[src/rtl/pwm_tri_pkg.sv]
// Package: shared types for the center-aligned PWM block.
// Assumes: none.
package pwm_tri_pkg;
    typedef enum logic [1:0] {
        GUARD_OFF       = 2'd0,
        GUARD_DROP_A    = 2'd1,
        GUARD_DROP_B    = 2'd2,
        GUARD_DROP_BOTH = 2'd3
    } guard_mode_e;

    localparam int NUM_CMP = 3;   // A, B, period
    localparam int IDX_A   = 0;
    localparam int IDX_B   = 1;
    localparam int IDX_P   = 2;
endpackage

[src/rtl/pwm_shadow_bank.sv]
// Module: shadow and active compare registers with a pending-update flag.
// What it does: keeps shadow copies written at any time. On a cycle start
// with an update pending, it copies the shadows into the active set.
// Assumes: cyc_start is a one-clock pulse from the counter.
module pwm_shadow_bank #(
    parameter int W = 32
) (
    input  logic                       clk,
    input  logic                       rst_n,
    input  logic [pwm_tri_pkg::NUM_CMP-1:0] wr_en,
    input  logic [W-1:0]               wr_data,
    input  logic                       upd,
    input  logic                       cyc_start,
    output logic [W-1:0]               act [pwm_tri_pkg::NUM_CMP]
);
    import pwm_tri_pkg::*;

    logic [W-1:0] shd [NUM_CMP];
    logic         pend;

    // Pending flag: set by the strobe, cleared by the cycle start that consumes it.
    always_ff @(posedge clk) begin
        if (!rst_n)         pend <= 1'b0;
        else if (upd)       pend <= 1'b1;
        else if (cyc_start) pend <= 1'b0;
    end

    for (genvar i = 0; i < NUM_CMP; i++) begin : g_reg
        // Shadow register: written whenever its enable is high.
        always_ff @(posedge clk) begin
            if (!rst_n)        shd[i] <= '0;
            else if (wr_en[i]) shd[i] <= wr_data;
        end

        // Active register: loaded from the shadow on a cycle start with an update pending.
        always_ff @(posedge clk) begin
            if (!rst_n)                shd_dummy_guard: act[i] <= '0;
            else if (cyc_start && pend) act[i] <= shd[i];
        end
    end
endmodule

[src/rtl/pwm_tri_counter.sv]
// Module: triangle counter and Started/Stopped control.
// What it does: counts 0..P+1..1 while Started. It flags cycle starts,
// and it flags a stop taken at the end of a cycle.
// Assumes: act_p <= 2**W - 2, so the peak P+1 does not wrap.
module pwm_tri_counter #(
    parameter int W = 32
) (
    input  logic         clk,
    input  logic         rst_n,
    input  logic         run,
    input  logic [W-1:0] act_p,
    output logic [W-1:0] cnt,
    output logic         running,
    output logic         cyc_start,
    output logic         stop_now
);
    localparam logic [W-1:0] ONE = W'(1);

    logic         up;
    logic         last;
    logic [W-1:0] peak;

    // Peak value and last-state detection for the current cycle.
    always_comb begin
        peak      = act_p + ONE;
        last      = (cnt == ONE) && (!up || (act_p == '0));
        cyc_start = run && (!running || last);
        stop_now  = running && last && !run;
    end

    // Counter, direction and mode state.
    always_ff @(posedge clk) begin
        if (!rst_n) begin
            running <= 1'b0;
            cnt     <= '0;
            up      <= 1'b1;
        end else if (!running) begin
            running <= run;
            cnt     <= '0;
            up      <= 1'b1;
        end else if (last) begin
            running <= run;
            cnt     <= '0;
            up      <= 1'b1;
        end else if (up && (cnt == peak)) begin
            up  <= 1'b0;
            cnt <= cnt - ONE;
        end else begin
            cnt <= up ? cnt + ONE : cnt - ONE;
        end
    end


    cnt_bound_chk: assert property (@(posedge clk) disable iff (!rst_n)
        running |-> (cnt <= act_p + ONE));

    idle_zero_chk: assert property (@(posedge clk) disable iff (!rst_n)
        !running |-> (cnt == '0));

    stop_wait_chk: assert property (@(posedge clk) disable iff (!rst_n)
        (running && (cnt != ONE)) |=> running);
endmodule

[src/rtl/pwm_chan_out.sv]
// Module: internal level of one PWM output, before protection.
// What it does: loads the start level on entering Started and holds the stop
// level while Stopped. Otherwise it inverts on a compare match.
// Assumes: enter and stop_now are single-clock pulses from the counter.
module pwm_chan_out (
    input  logic clk,
    input  logic rst_n,
    input  logic running,
    input  logic enter,
    input  logic stop_now,
    input  logic match,
    input  logic lvl_start,
    input  logic lvl_stop,
    output logic level
);
    // Level update: start load, stop level, or invert on match.
    always_ff @(posedge clk) begin
        if (!rst_n)                    level <= 1'b0;
        else if (enter)                level <= lvl_start;
        else if (!running || stop_now) level <= lvl_stop;
        else                           level <= level ^ match;
    end
endmodule

[src/rtl/pwm_guard.sv]
// Module: overlap protection with registered outputs.
// What it does: when both inputs are high, it clears A, B or both as the
// mode selects, and registers the result.
// Assumes: mode may change on any clock.
module pwm_guard (
    input  logic       clk,
    input  logic       rst_n,
    input  logic       in_a,
    input  logic       in_b,
    input  logic [1:0] mode,
    output logic       out_a,
    output logic       out_b
);
    import pwm_tri_pkg::*;

    guard_mode_e gm;
    logic        both, nxt_a, nxt_b;

    // Protected next values.
    always_comb begin
        gm    = guard_mode_e'(mode);
        both  = in_a && in_b;
        nxt_a = in_a;
        nxt_b = in_b;
        if (both) begin
            unique case (gm)
                GUARD_OFF:       ;
                GUARD_DROP_A:    nxt_a = 1'b0;
                GUARD_DROP_B:    nxt_b = 1'b0;
                GUARD_DROP_BOTH: begin nxt_a = 1'b0; nxt_b = 1'b0; end
            endcase
        end
    end

    // Output register.
    always_ff @(posedge clk) begin
        if (!rst_n) begin
            out_a <= 1'b0;
            out_b <= 1'b0;
        end else begin
            out_a <= nxt_a;
            out_b <= nxt_b;
        end
    end


    both_low_chk: assert property (@(posedge clk) disable iff (!rst_n)
        ($past(mode) == 2'd3) |-> !(out_a && out_b));

    drop_a_chk: assert property (@(posedge clk) disable iff (!rst_n)
        (($past(mode) == 2'd1) && $past(in_a && in_b)) |-> (!out_a && out_b));

    pass_chk: assert property (@(posedge clk) disable iff (!rst_n)
        ($past(mode) == 2'd0) |-> ((out_a == $past(in_a)) && (out_b == $past(in_b))));
endmodule

[src/rtl/pwm_center_dual.sv]
// Module: center-aligned dual-output PWM generator (top).
// What it does: wires together the shadow bank, the triangle counter, two
// output channels and the protection stage.
// Assumes: a single clock; all inputs are synchronous to it.
module pwm_center_dual #(
    parameter int CNT_W = 32
) (
    input  logic             clk,
    input  logic             rst_n,
    input  logic             run,
    input  logic             wr_a,
    input  logic             wr_b,
    input  logic             wr_per,
    input  logic [CNT_W-1:0] wr_data,
    input  logic             upd,
    input  logic             lvl_start_a,
    input  logic             lvl_start_b,
    input  logic             lvl_stop_a,
    input  logic             lvl_stop_b,
    input  logic [1:0]       prot_mode,
    output logic             pwm_a,
    output logic             pwm_b
);
    import pwm_tri_pkg::*;

    localparam int NCH = 2;

    logic [CNT_W-1:0] act [NUM_CMP];
    logic [CNT_W-1:0] cnt;
    logic             running, cyc_start, stop_now, enter;
    logic [NCH-1:0]   lvl_st, lvl_sp, level;

    // Start pulse from the Stopped mode.
    always_comb begin
        enter  = cyc_start && !running;
        lvl_st = {lvl_start_b, lvl_start_a};
        lvl_sp = {lvl_stop_b, lvl_stop_a};
    end

    pwm_shadow_bank #(.W(CNT_W)) u_bank (
        .clk       (clk),
        .rst_n     (rst_n),
        .wr_en     ({wr_per, wr_b, wr_a}),
        .wr_data   (wr_data),
        .upd       (upd),
        .cyc_start (cyc_start),
        .act       (act)
    );

    pwm_tri_counter #(.W(CNT_W)) u_cnt (
        .clk       (clk),
        .rst_n     (rst_n),
        .run       (run),
        .act_p     (act[IDX_P]),
        .cnt       (cnt),
        .running   (running),
        .cyc_start (cyc_start),
        .stop_now  (stop_now)
    );

    for (genvar c = 0; c < NCH; c++) begin : g_ch
        pwm_chan_out u_ch (
            .clk       (clk),
            .rst_n     (rst_n),
            .running   (running),
            .enter     (enter),
            .stop_now  (stop_now),
            .match     (cnt == act[c]),
            .lvl_start (lvl_st[c]),
            .lvl_stop  (lvl_sp[c]),
            .level     (level[c])
        );
    end

    pwm_guard u_guard (
        .clk   (clk),
        .rst_n (rst_n),
        .in_a  (level[0]),
        .in_b  (level[1]),
        .mode  (prot_mode),
        .out_a (pwm_a),
        .out_b (pwm_b)
    );


    act_hold_chk: assert property (@(posedge clk) disable iff (!rst_n)
        !cyc_start |=> $stable(act[IDX_A]) && $stable(act[IDX_B]) && $stable(act[IDX_P]));

    start_zero_chk: assert property (@(posedge clk) disable iff (!rst_n)
        $rose(running) |-> (cnt == '0));
endmodule

[config.mk]
export PLATFORM = sky130hd
export DESIGN_NAME = pwm_center_dual
export DESIGN_NICKNAME = d
export VERILOG_FILES = /design/src/rtl/pwm_tri_pkg.sv /design/src/rtl/pwm_shadow_bank.sv /design/src/rtl/pwm_tri_counter.sv /design/src/rtl/pwm_chan_out.sv /design/src/rtl/pwm_guard.sv /design/src/rtl/pwm_center_dual.sv
export SDC_FILE = /design/constraint.sdc
export NUM_CORES = 1
export LEC_CHECK = 0
export BUFFER_PORTS_ARGS = -buffer_cell sky130_fd_sc_hd__buf_2
export CAP_MARGIN = 20
export CORE_MARGIN = 3
export CORE_UTILIZATION = 60
export CTS_CLUSTER_DIAMETER = 60
export DETAILED_ROUTE_END_ITERATION = 12
export HOLD_SLACK_MARGIN = 0.06
export PLACE_DENSITY = 0.74
export SLEW_MARGIN = 15
export SYNTH_ARGS = -nofsm -noshare
export SYNTH_HDL_FRONTEND = slang
export SYNTH_HIERARCHICAL = 1
export SYNTH_SLANG_ARGS = --single-unit
[constraint.sdc]
create_clock -name clk -period 9.8 [get_ports clk]
set_clock_uncertainty 0.1 [all_clocks]
set_input_delay 0.49 -clock clk [delete_from_list [all_inputs] [get_ports clk]]
set_output_delay 0.49 -clock clk [all_outputs]
set_load 0.02 [all_outputs]
==> results of run 1 <==
registers in the layout (all words and copies together) (netlist names):
name and flops:
u_bank/act 96, u_cnt/cnt 32, u_cnt/up 1, u_bank/shd 96
u_guard/out_a 1, u_cnt/running 1, u_guard/out_b 1, g_ch.u_ch/level 2
u_bank/pend 1
cell usage after synthesis (2+ instances only):
cell type	number
a2111o_1	3
a21oi_1	4
a31oi_1	2
and2_1	4
and3_1	103
and4_1	5
buf_1	2
buf_12	3
buf_2	36
buf_4	2
buf_6	7
clkbuf_1	51
clkbuf_2	5
dfxtp_1	135
edfxtp_1	96
ha_1	5
inv_1	15
mux2i_1	64
nand2_1	169
nand2b_1	31
nand2b_4	2
nand3_1	26
nand3b_1	2
nand4_1	114
nor2_1	38
nor2b_1	5
nor3_1	24
nor3b_1	5
nor4_1	35
nor4b_1	2
o2111ai_1	2
o21a_1	3
o21ai_0	63
o21ai_2	40
o311ai_0	2
o31a_1	2
or2_2	5
or3_1	11
or4_1	7
xnor2_1	28
xor2_1	80
worst max-delay path, stage by stage (launching register included):
cell,delay (ns)
dfxtp_1,0.43
nor2_1,0.22
nand2_1,0.10
or3_1,0.33
nor4b_1,0.52
nand4_1,0.21
and2_1,0.25
nor2b_4,0.34
and2_4,0.48
buf_4,0.69
o21ai_0,0.25
area by class of cell:
class | count | area (µm²) | share of cell area
Multi-Input combinational cell | 900 | 5750 | 0.444
Sequential cell | 231 | 5590 | 0.431
Clock buffer | 38 | 788 | 0.0608
Timing Repair Buffer | 58 | 334 | 0.0258
Tap cell | 260 | 325 | 0.0251
Clock inverter | 12 | 120 | 0.00926
Inverter | 15 | 56.3 | 0.00434
cell families (layout without fill, tap and decap cells):
family                     Yosys count  in the layout  synth area share
xor gates and xnor gates           108            108            0.0792
AOI/OAI and AO/OA                  130            130            0.0745
DFF                                231            231             0.468
buffers and inverters              121            123            0.0514
and+or+nand+nor                    593            593             0.268
muxes                               64             64            0.0536
adders and majority gates            5              5           0.00524
final timing paths:
kind                                      endpoint  slack, ns  cells past startpoint               start
worst max-delay path                u_bank/act[49]       5.67                     10       u_cnt/cnt[24]
worst min-delay path            g_ch[1].u_ch/level       0.10                      3         lvl_start_b
worst max register to register      u_bank/act[49]       5.67                     10       u_cnt/cnt[24]
worst min register to register       u_guard/out_a       0.37                      2  g_ch[0].u_ch/level
layer usage:
metal / up-vias / part of all wire / track usage
li1: 4504 / - / -
met1: 4465 / 0.44 / 0.412
met2: 439 / 0.45 / 0.432
met3: 75 / 0.082 / 0.0497
met4: 0 / 0.035 / 0.0834
met5: - / 0 / 0
power groups by stage:
| stage | clock (mW) | combinational, mW | sequential (mW) |
|---|---|---|---|
| floorplan | 0 | 0.218 | 1.10 |
| global placement | 0 | 0.269 | 1.12 |
| detailed placement | 0 | 0.270 | 1.12 |
| CTS | 1.02 | 0.273 | 1.10 |
| global route | 1.06 | 0.304 | 1.10 |
| finish | 1.01 | 0.277 | 1.10 |
metrics by stage:
stage	area, µm²	hold slack (ns)
detailed placement	12000	0.357
CTS	13000	0.0839
global placement	12000	0.357
global route	13000	0.120
finish	13000	0.101
floorplan	11900	0.336
what timing repair did:
item,CTS,global route
endpoints found under the hold margin,3,0
gates resized for setup,0,0
setup buffers,0,0
hold buffers,3,0
==> impl_metrics.py, run 1 <==
metrics = {
    "cells_and_area": {
        "nFillCells": 1547,
        "drive_gt1_frac": 0.121,
        "final_nets": 1283,
        "areaGrowthSynthToFinish_pct": 8.54,
        "fin_util": 0.677,
        "mostFrequentLayoutCells": "nand2_1, dfxtp_1, nand4_1, and3_1, edfxtp_1",
        "diodes": 0,
        "layout_commonest_cell": "nand2_1",
        "instances_no_fill": 1514,
    },
    "setup_path": {
        "crit_required_ns": 10.08,
        "cp.arrival_ns": 4.41,
        "worstPathMaxFanout": 69,
        "crit_type": "reg2reg",
        "setup.worst_path.start_class": "register",
        "crit_path_end_kind": "register",
    },
    "cts": {
        "clockRootBuffer": "clkbuf_16",
        "cts.sinks": 231,
        "cts_buffers": 27,
        "h-tree-depth": 1,
        "clk_path_buf_depth": 3,
        "clk_pin_slew_ns": 0.06,
        "cts_tree": "yes",
        "clk_latency_ns": 0.54,
    },
    "logic_synthesis": {
        "syn_nets": 1302,
        "ys_seq_elements": 231,
        "ys_types": 55,
        "synthTopCellsByArea": "edfxtp_1, dfxtp_1, nand4_1, xor2_1, and3_1",
        "ys_async_sr_fraction": 0,
        "avgSynthCellArea_um2": 9.54,
        "synthFlopType": "dfxtp_1",
        "synth_cells": 1252,
        "synth_edf_count": 96,
        "yosys.area.top_type": "edfxtp_1",
        "synth_warnings": 6,
        "yosysTopAreaCellShare": 0.241,
        "netlist_area_mm2": 0.0119,
        "yosysSeqAreaShare": 0.468,
    },
    "sta": {
        "setup_violations": 0,
        "period_minus_slack_ns": 4.13,
        "slew_viol_final": 0,
        "tns_ns": 0,
        "relSlewSlack": 0.298,
        "rsz0062_at_grt": "no",
        "hold_viol": 0,
        "fmax_mhz": 242,
        "worst_pin_slew_ns": 1.05,
        "period_share": 0.421,
        "worst_slack_ns": 5.67,
    },
    "pwr": {
        "ir_drop_mv": 0.139,
        "p_seq_frac": 0.461,
        "p_per_area_mw_per_mm2": 184,
        "sw_frac_of_total": 0.264,
        "clock_power_share": 0.422,
        "leakagePower_nw": 5.39,
        "switchingPower_mw": 0.628,
        "p_int_mw": 1.75,
        "p_total_mw": 2.38,
        "comb_power_share": 0.116,
    },
    "run_status": {
        "outcome": "finished clean",
    },
    "drt": {
        "via_count": 9483,
        "routed_wirelength_um": 31000,
        "via_per_inst": 6.26,
        "drt_iter0_markers": 961,
        "detail_route.first_pass.iterations": 6,
        "detail-route-antenna-nets": 0,
        "drc": 0,
        "post_drt_wl_per_cell_um": 20.5,
    },
    "placed_design": {
        "dp_cells": 1461,
        "routabilityCongestion": 0.945,
        "io_buffers": 46,
        "dp_hpwl_um": 20400,
        "pre_cts_ws_ns": 5.75,
    },
    "flow_run": {
        "drv_cap": 0,
    },
    "global_routing": {
        "grt_overflow_total": 0,
        "grt_util_all_layers": 0.282,
        "grt_pass1_wl_um": 48500,
        "antenna_found_initial": 0,
        "grt_start_max_net_pins": 119,
        "grt_pass1_vias": 8721,
    },
    "floorplanning": {
        "core_mm2": 0.0191,
        "io_pins": 47,
        "rows": 50,
        "die_w_um": 147,
        "die-height_um": 147,
        "start_util": 0.624,
        "dieArea_mm2": 0.0216,
    },
    "min_path": {
        "hold_path_class": "in2reg",
    },
}
Power figures use the tool's default switching activity.
==> run 2: changes to the inputs <==
Clock period 9.8 ns to 4 ns, I/O delays scaled along.
==> run 2 against run 1 <==
  * Setup slack worse by 5.3 ns
  * Total power rose by 140%
  * Register-to-register slack got worse by 5.3 ns
  * Sequential share of layout area is 1.3 points lower
  * Core utilization rose by 2.1 points
  * Hold slack better by 0.0033 ns
  * Combinational power increased to 2.6 times the previous value
  * Critical endpoint is now g_ch[0].u_ch/level
  * Highest routed layer unchanged
==> impl_metrics.py, run 2 (synthesized netlist as in run 1, its figures left out) <==
metrics = {
    "drt": {
        "drc": 0,
        "post_drt_wl_per_cell_um": 20.2,
        "wl_met3_um": 2700,
        "routed_wirelength_um": 31500,
        "top_layer": "met4",
        "detail_route.first_pass.iterations": 5,
        "drt_iter0_markers": 975,
        "via_per_inst": 6.15,
        "detail-route-antenna-nets": 0,
        "wl_met2_um": 14200,
        "wl_met1_um": 13600,
        "via_count": 9595,
    },
    "global_routing": {
        "antenna_found_initial": 0,
        "grt_start_max_net_pins": 113,
        "grt_pass1_wl_um": 49100,
        "grt_pass1_vias": 8886,
        "grt_util_all_layers": 0.284,
        "grt_overflow_total": 0,
    },
    "cells_and_area": {
        "diodes": 0,
        "areaGrowthSynthToFinish_pct": 11.9,
        "drive_gt1_frac": 0.118,
        "reg_top3": "u_bank/act (96), u_bank/shd (96), u_cnt/cnt (32)",
        "seqCellArea_mm2": 0.00559,
        "final_nets": 1329,
        "fin_util": 0.698,
        "multi_input_area_mm2": 0.00575,
        "mostFrequentLayoutCells": "nand2_1, dfxtp_1, nand4_1, and3_1, edfxtp_1",
        "nFillCells": 1466,
        "layout_commonest_cell": "nand2_1",
    },
    "cts": {
        "clk_pin_slew_ns": 0.06,
        "h-tree-depth": 1,
        "cts.sinks": 231,
        "cts_tree": "yes",
        "clk_path_buf_depth": 3,
        "clockRootBuffer": "clkbuf_16",
        "clk_latency_ns": 0.55,
        "cts_buffers": 26,
    },
    "pwr": {
        "sw_frac_of_total": 0.265,
        "p_per_area_mw_per_mm2": 426,
        "p_seq_frac": 0.472,
        "p_int_mw": 4.18,
        "leakagePower_nw": 5.56,
        "comb_power_share": 0.129,
        "ir_drop_mv": 0.440,
        "switchingPower_mw": 1.51,
        "clock_power_share": 0.399,
    },
    "floorplanning": {
        "die_w_um": 147,
        "die-height_um": 147,
        "dieArea_mm2": 0.0216,
        "rows": 50,
        "io_pins": 47,
        "start_util": 0.624,
        "core_mm2": 0.0191,
    },
    "setup_path": {
        "crit_required_ns": 4.31,
        "crit_type": "reg2reg",
        "crit_chain": "or3_1 > or3_1 > nand2b_1 > nor2b_1 > nand4_1 > and2_1 > nor2b_4 > nor2b_1 > nand3b_1 > a31oi_1 > dlygate4sd3_1",
        "crit_path_end_kind": "register",
        "worstPathMaxFanout": 8,
        "cp.arrival_ns": 3.90,
        "cpMaxStageDelayCell": "dlygate4sd3_1",
        "slowest_delay_ns": 0.56,
        "setup.worst_path.start_class": "register",
    },
    "run_status": {
        "outcome": "finished clean",
    },
    "sta": {
        "worst_pin_slew_ns": 1.02,
        "tns_ns": 0,
        "period_minus_slack_ns": 3.59,
        "relSlewSlack": 0.321,
        "period_share": 0.897,
        "hold_viol": 0,
        "fmax_mhz": 279,
        "setup_violations": 0,
        "rsz0062_at_grt": "no",
        "slew_viol_final": 0,
    },
    "flow_run": {
        "drv_cap": 0,
    },
    "placed_design": {
        "io_buffers": 46,
        "routabilityCongestion": 0.905,
        "dp_hpwl_um": 20200,
    },
    "min_path": {
        "hold_path_class": "in2reg",
    },
}
## run 2: cell types whose count changed in the layout (fill, tap and decap cells not counted), sizes merged
cell / change
clkbuf: +1
buf: +10
inv: -3
dlygate4sd3: +37
## run 2: repair_timing
action / CTS / global route
endpoints found under the hold margin: 102 / 0
setup buffers: 0 / 0
resized for setup: 0 / 0
hold buffers: 40 / 0
## run 2: stage by stage
stage          hold WS (ns)  worst slack, ns  power [mW]  instances  cell area (µm²)
4_1_cts              0.0944            0.467        5.71       1559            13400
2_1_floorplan         0.191            0.855        3.22       1252            11900
5_1_grt               0.142            0.189        5.89       1559            13400
3_3_place_gp          0.278            0.643        3.41       1471            12200
3_5_place_dp          0.280            0.567        3.42       1471            12200
6_report              0.105            0.411        5.69       1559            13400
## run 2: path summary, 6_finish.rpt
path | start | end | depth (start not counted) | slack [ns]
min | rst_n | u_bank/act[64] | 3 | 0.10
max | u_cnt/cnt[16] | g_ch[0].u_ch/level | 11 | 0.41
max reg2reg | u_cnt/cnt[16] | g_ch[0].u_ch/level | 11 | 0.41
min reg2reg | u_bank/act[37] | u_bank/act[37] | 2 | 0.37
## run 2: cell type report
cell class | count | area share
well taps | 260 | 0.0243
clock inverters | 9 | 0.00796
flip-flops and latches | 231 | 0.418
clock buffers | 39 | 0.0531
repair buffers | 105 | 0.0621
multi-input cells | 900 | 0.430
inverters | 15 | 0.00421
## run 2: routing by layer
layer / vias to the layer above / global-route usage
met1: 4556 / 0.413
met3: 69 / 0.0457
met2: 392 / 0.435
met4: 0 / 0.0997
met5: - / 0
li1: 4578 / -
## run 2: worst max-delay path: cells and delay by family (launching register included)
family                 cells  cell delay [ns]
buffers and inverters      1             0.56
AND/OR/NAND/NOR            9             2.30
AO/OA/AOI/OAI              1             0.08
flip-flops                 1             0.42
## run 2: power groups by stage
stage / Clock (mW) / Sequential [mW] / Combinational [mW]
finish: 2.27 / 2.69 / 0.732
global route: 2.40 / 2.70 / 0.795
CTS: 2.30 / 2.68 / 0.719
detailed placement: 0 / 2.73 / 0.684
global placement: 0 / 2.73 / 0.680
floorplan: 0 / 2.69 / 0.534
==> run 3: changes to the inputs <==
Settings changed: CORE_UTILIZATION 60 to 56, PLACE_DENSITY 0.74 to 0.72.
Clock period 4 ns to 3.3 ns, I/O delays scaled along.
==> run 3 against run 2 <==
  * Sequential power up 20%
  * Final cell count up 4.3%
  * Routed wire length up 5.0%
  * Register-to-register slack worse by 0.32 ns
  * Global-route usage down 1.3 points
  * First-iteration DRC count up 13%
  * Die area up 6.8%
  * Setup slack worse by 0.32 ns
  * Clock power up 36%
  * Non-clock buffer count up 56
  * Largest power group unchanged
==> impl_metrics.py, run 3 (synthesized netlist as in run 1, its figures left out) <==
metrics = {
    "run_status": {
        "outcome": "finished clean",
    },
    "drt": {
        "detail-route-antenna-nets": 0,
        "via_count": 9811,
        "drc": 0,
        "post_drt_wl_per_cell_um": 20.4,
        "routed_wirelength_um": 33100,
        "detail_route.first_pass.iterations": 7,
        "via_per_inst": 6.03,
        "drt_iter0_markers": 1099,
    },
    "sta": {
        "hold_viol": 0,
        "relSlewSlack": 0.264,
        "worst_slack_ns": 0.0905,
        "period_minus_slack_ns": 3.21,
        "fmax_mhz": 312,
        "hold_slack_ns": 0.221,
        "worst_pin_slew_ns": 1.10,
        "period_share": 0.973,
        "slew_viol_final": 0,
        "setup_violations": 0,
        "tns_ns": 0,
    },
    "setup_path": {
        "r2r_start": "u_bank/act[0]",
        "cp.arrival_ns": 3.57,
        "crit_required_ns": 3.66,
        "crit_chain": "ha_2 > nand3_1 > or3_4 > or3_1 > a2111o_1 > a221oi_2 > a21bo_4 > buf_6 > mux2i_1 > mux2i_1",
        "worstPathMaxFanout": 8,
        "setup.worst_path.start_class": "register",
        "crit_start": "u_bank/act[0]",
        "cpMaxStageDelayCell": "or3_4",
        "crit_path_end_kind": "register",
        "cp_common_cell": "mux2i_1",
        "slowest_delay_ns": 0.41,
        "crit_type": "reg2reg",
    },
    "floorplanning": {
        "io_pins": 47,
        "dieArea_mm2": 0.0231,
        "start_util": 0.579,
        "die_w_um": 152,
        "rows": 52,
        "core_mm2": 0.0206,
        "die-height_um": 152,
    },
    "pwr": {
        "leakagePower_nw": 5.96,
        "comb_power_share": 0.137,
        "ir_drop_mv": 0.526,
        "switchingPower_mw": 1.94,
        "clock_power_share": 0.422,
        "sw_frac_of_total": 0.265,
        "p_per_area_mw_per_mm2": 520,
        "p_seq_frac": 0.441,
        "p_int_mw": 5.38,
    },
    "global_routing": {
        "grt_overflow_total": 0,
        "grt_pass1_wl_um": 51000,
        "grt_util_all_layers": 0.271,
        "antenna_found_initial": 0,
        "grt_pass1_vias": 9151,
        "grt_start_max_net_pins": 131,
    },
    "placed_design": {
        "dpl_cell_area_mm2": 0.0126,
        "pre_cts_ws_ns": -0.0519,
        "dp_hpwl_um": 21500,
        "routabilityCongestion": 0.925,
        "io_buffers": 46,
    },
    "cts": {
        "cts_tree": "yes",
        "clockRootBuffer": "clkbuf_16",
        "h-tree-depth": 1,
        "cts_buffers": 26,
        "clk_latency_ns": 0.55,
        "clk_path_buf_depth": 3,
        "clk_pin_slew_ns": 0.06,
        "cts.sinks": 231,
    },
    "cells_and_area": {
        "reg_top3": "u_bank/act (96), u_bank/shd (96), u_cnt/cnt (32)",
        "fin_area_mm2": 0.0141,
        "final_nets": 1385,
        "drive_gt1_frac": 0.176,
        "mostFrequentLayoutCells": "nand2_1, dfxtp_1, nand4_1, and3_1, edfxtp_1",
        "layout_commonest_cell": "nand2_1",
        "areaGrowthSynthToFinish_pct": 17.9,
        "nFillCells": 1594,
    },
    "min_path": {
        "min-delay-start": "wr_a",
        "hold_path_class": "in2reg",
    },
    "flow_run": {
        "drv_cap": 0,
    },
}
[run 3: changes by cell type in the layout (fill, tap and decap cells not counted), sizes merged]
cell,previous run,this run
bufinv,1,3
diode,0,1
clkinv,5,10
dlygate4sd3,40,44
clkbuf,39,33
clkinvlp,1,2
buf,65,115
[run 3: timing repair]
item                       in CTS  in global routing
setup buffers                   0                  2
hold endpoints to repair      124                  0
resized for setup               2                 23
gates cloned                    0                  3
hold buffers                   44                  0
setup endpoints to repair      30                 98
[run 3: metal layers]
metal | up-vias | GRT usage | part of all wire
met5 | - | 0 | 0
met4 | 0 | 0.0878 | 0.033
met3 | 62 | 0.0506 | 0.082
met2 | 397 | 0.423 | 0.46
met1 | 4648 | 0.385 | 0.43
li1 | 4704 | - | -
[run 3: path summary, 6_finish.rpt]
check,depth (start not counted),slack [ns],end
max,10,0.09,u_cnt/cnt[14]
min,2,0.22,u_bank/shd[0][7]
max reg2reg,10,0.09,u_cnt/cnt[14]
min reg2reg,2,0.37,u_bank/act[60]
[run 3: power by group through the flow]
stage / registers (mW) / logic (mW) / clock network [mW]
detailed placement: 3.28 / 0.893 / 0
floorplan: 3.26 / 0.647 / 0
finish: 3.22 / 1.01 / 3.09
CTS: 3.22 / 0.938 / 3.14
global route: 3.24 / 1.08 / 3.25
global placement: 3.28 / 0.884 / 0
[run 3: final cells by class]
class / count / area, µm² / share of cell area
antenna: 1 / 2.50 / 0.000178
clock buffer: 31 / 732 / 0.0520
clock inverter: 17 / 206 / 0.0147
inverter: 15 / 56.3 / 0.00400
multi-input combinational: 900 / 5810 / 0.413
sequential: 231 / 5600 / 0.398
tap: 270 / 338 / 0.0240
timing repair buffer: 161 / 1340 / 0.0949
[run 3: metrics by stage]
step           power [mW]  std cells  utilization
3_5_place_dp         4.18       1528        0.609
3_3_place_gp         4.16       1528        0.609
5_1_grt              7.57       1625        0.683
4_1_cts              7.30       1620        0.676
2_1_floorplan        3.91       1252            -
6_report             7.32       1626        0.683
[run 3: critical path: cells and delay by family, from the launching register on]
kind | cells | cell delay, ns
DFF | 1 | 0.38
and+or+nand+nor | 3 | 0.89
AOI/OAI and AO/OA | 3 | 0.92
adders and majority gates | 1 | 0.20
muxes | 2 | 0.47
buffers and inverters | 1 | 0.18
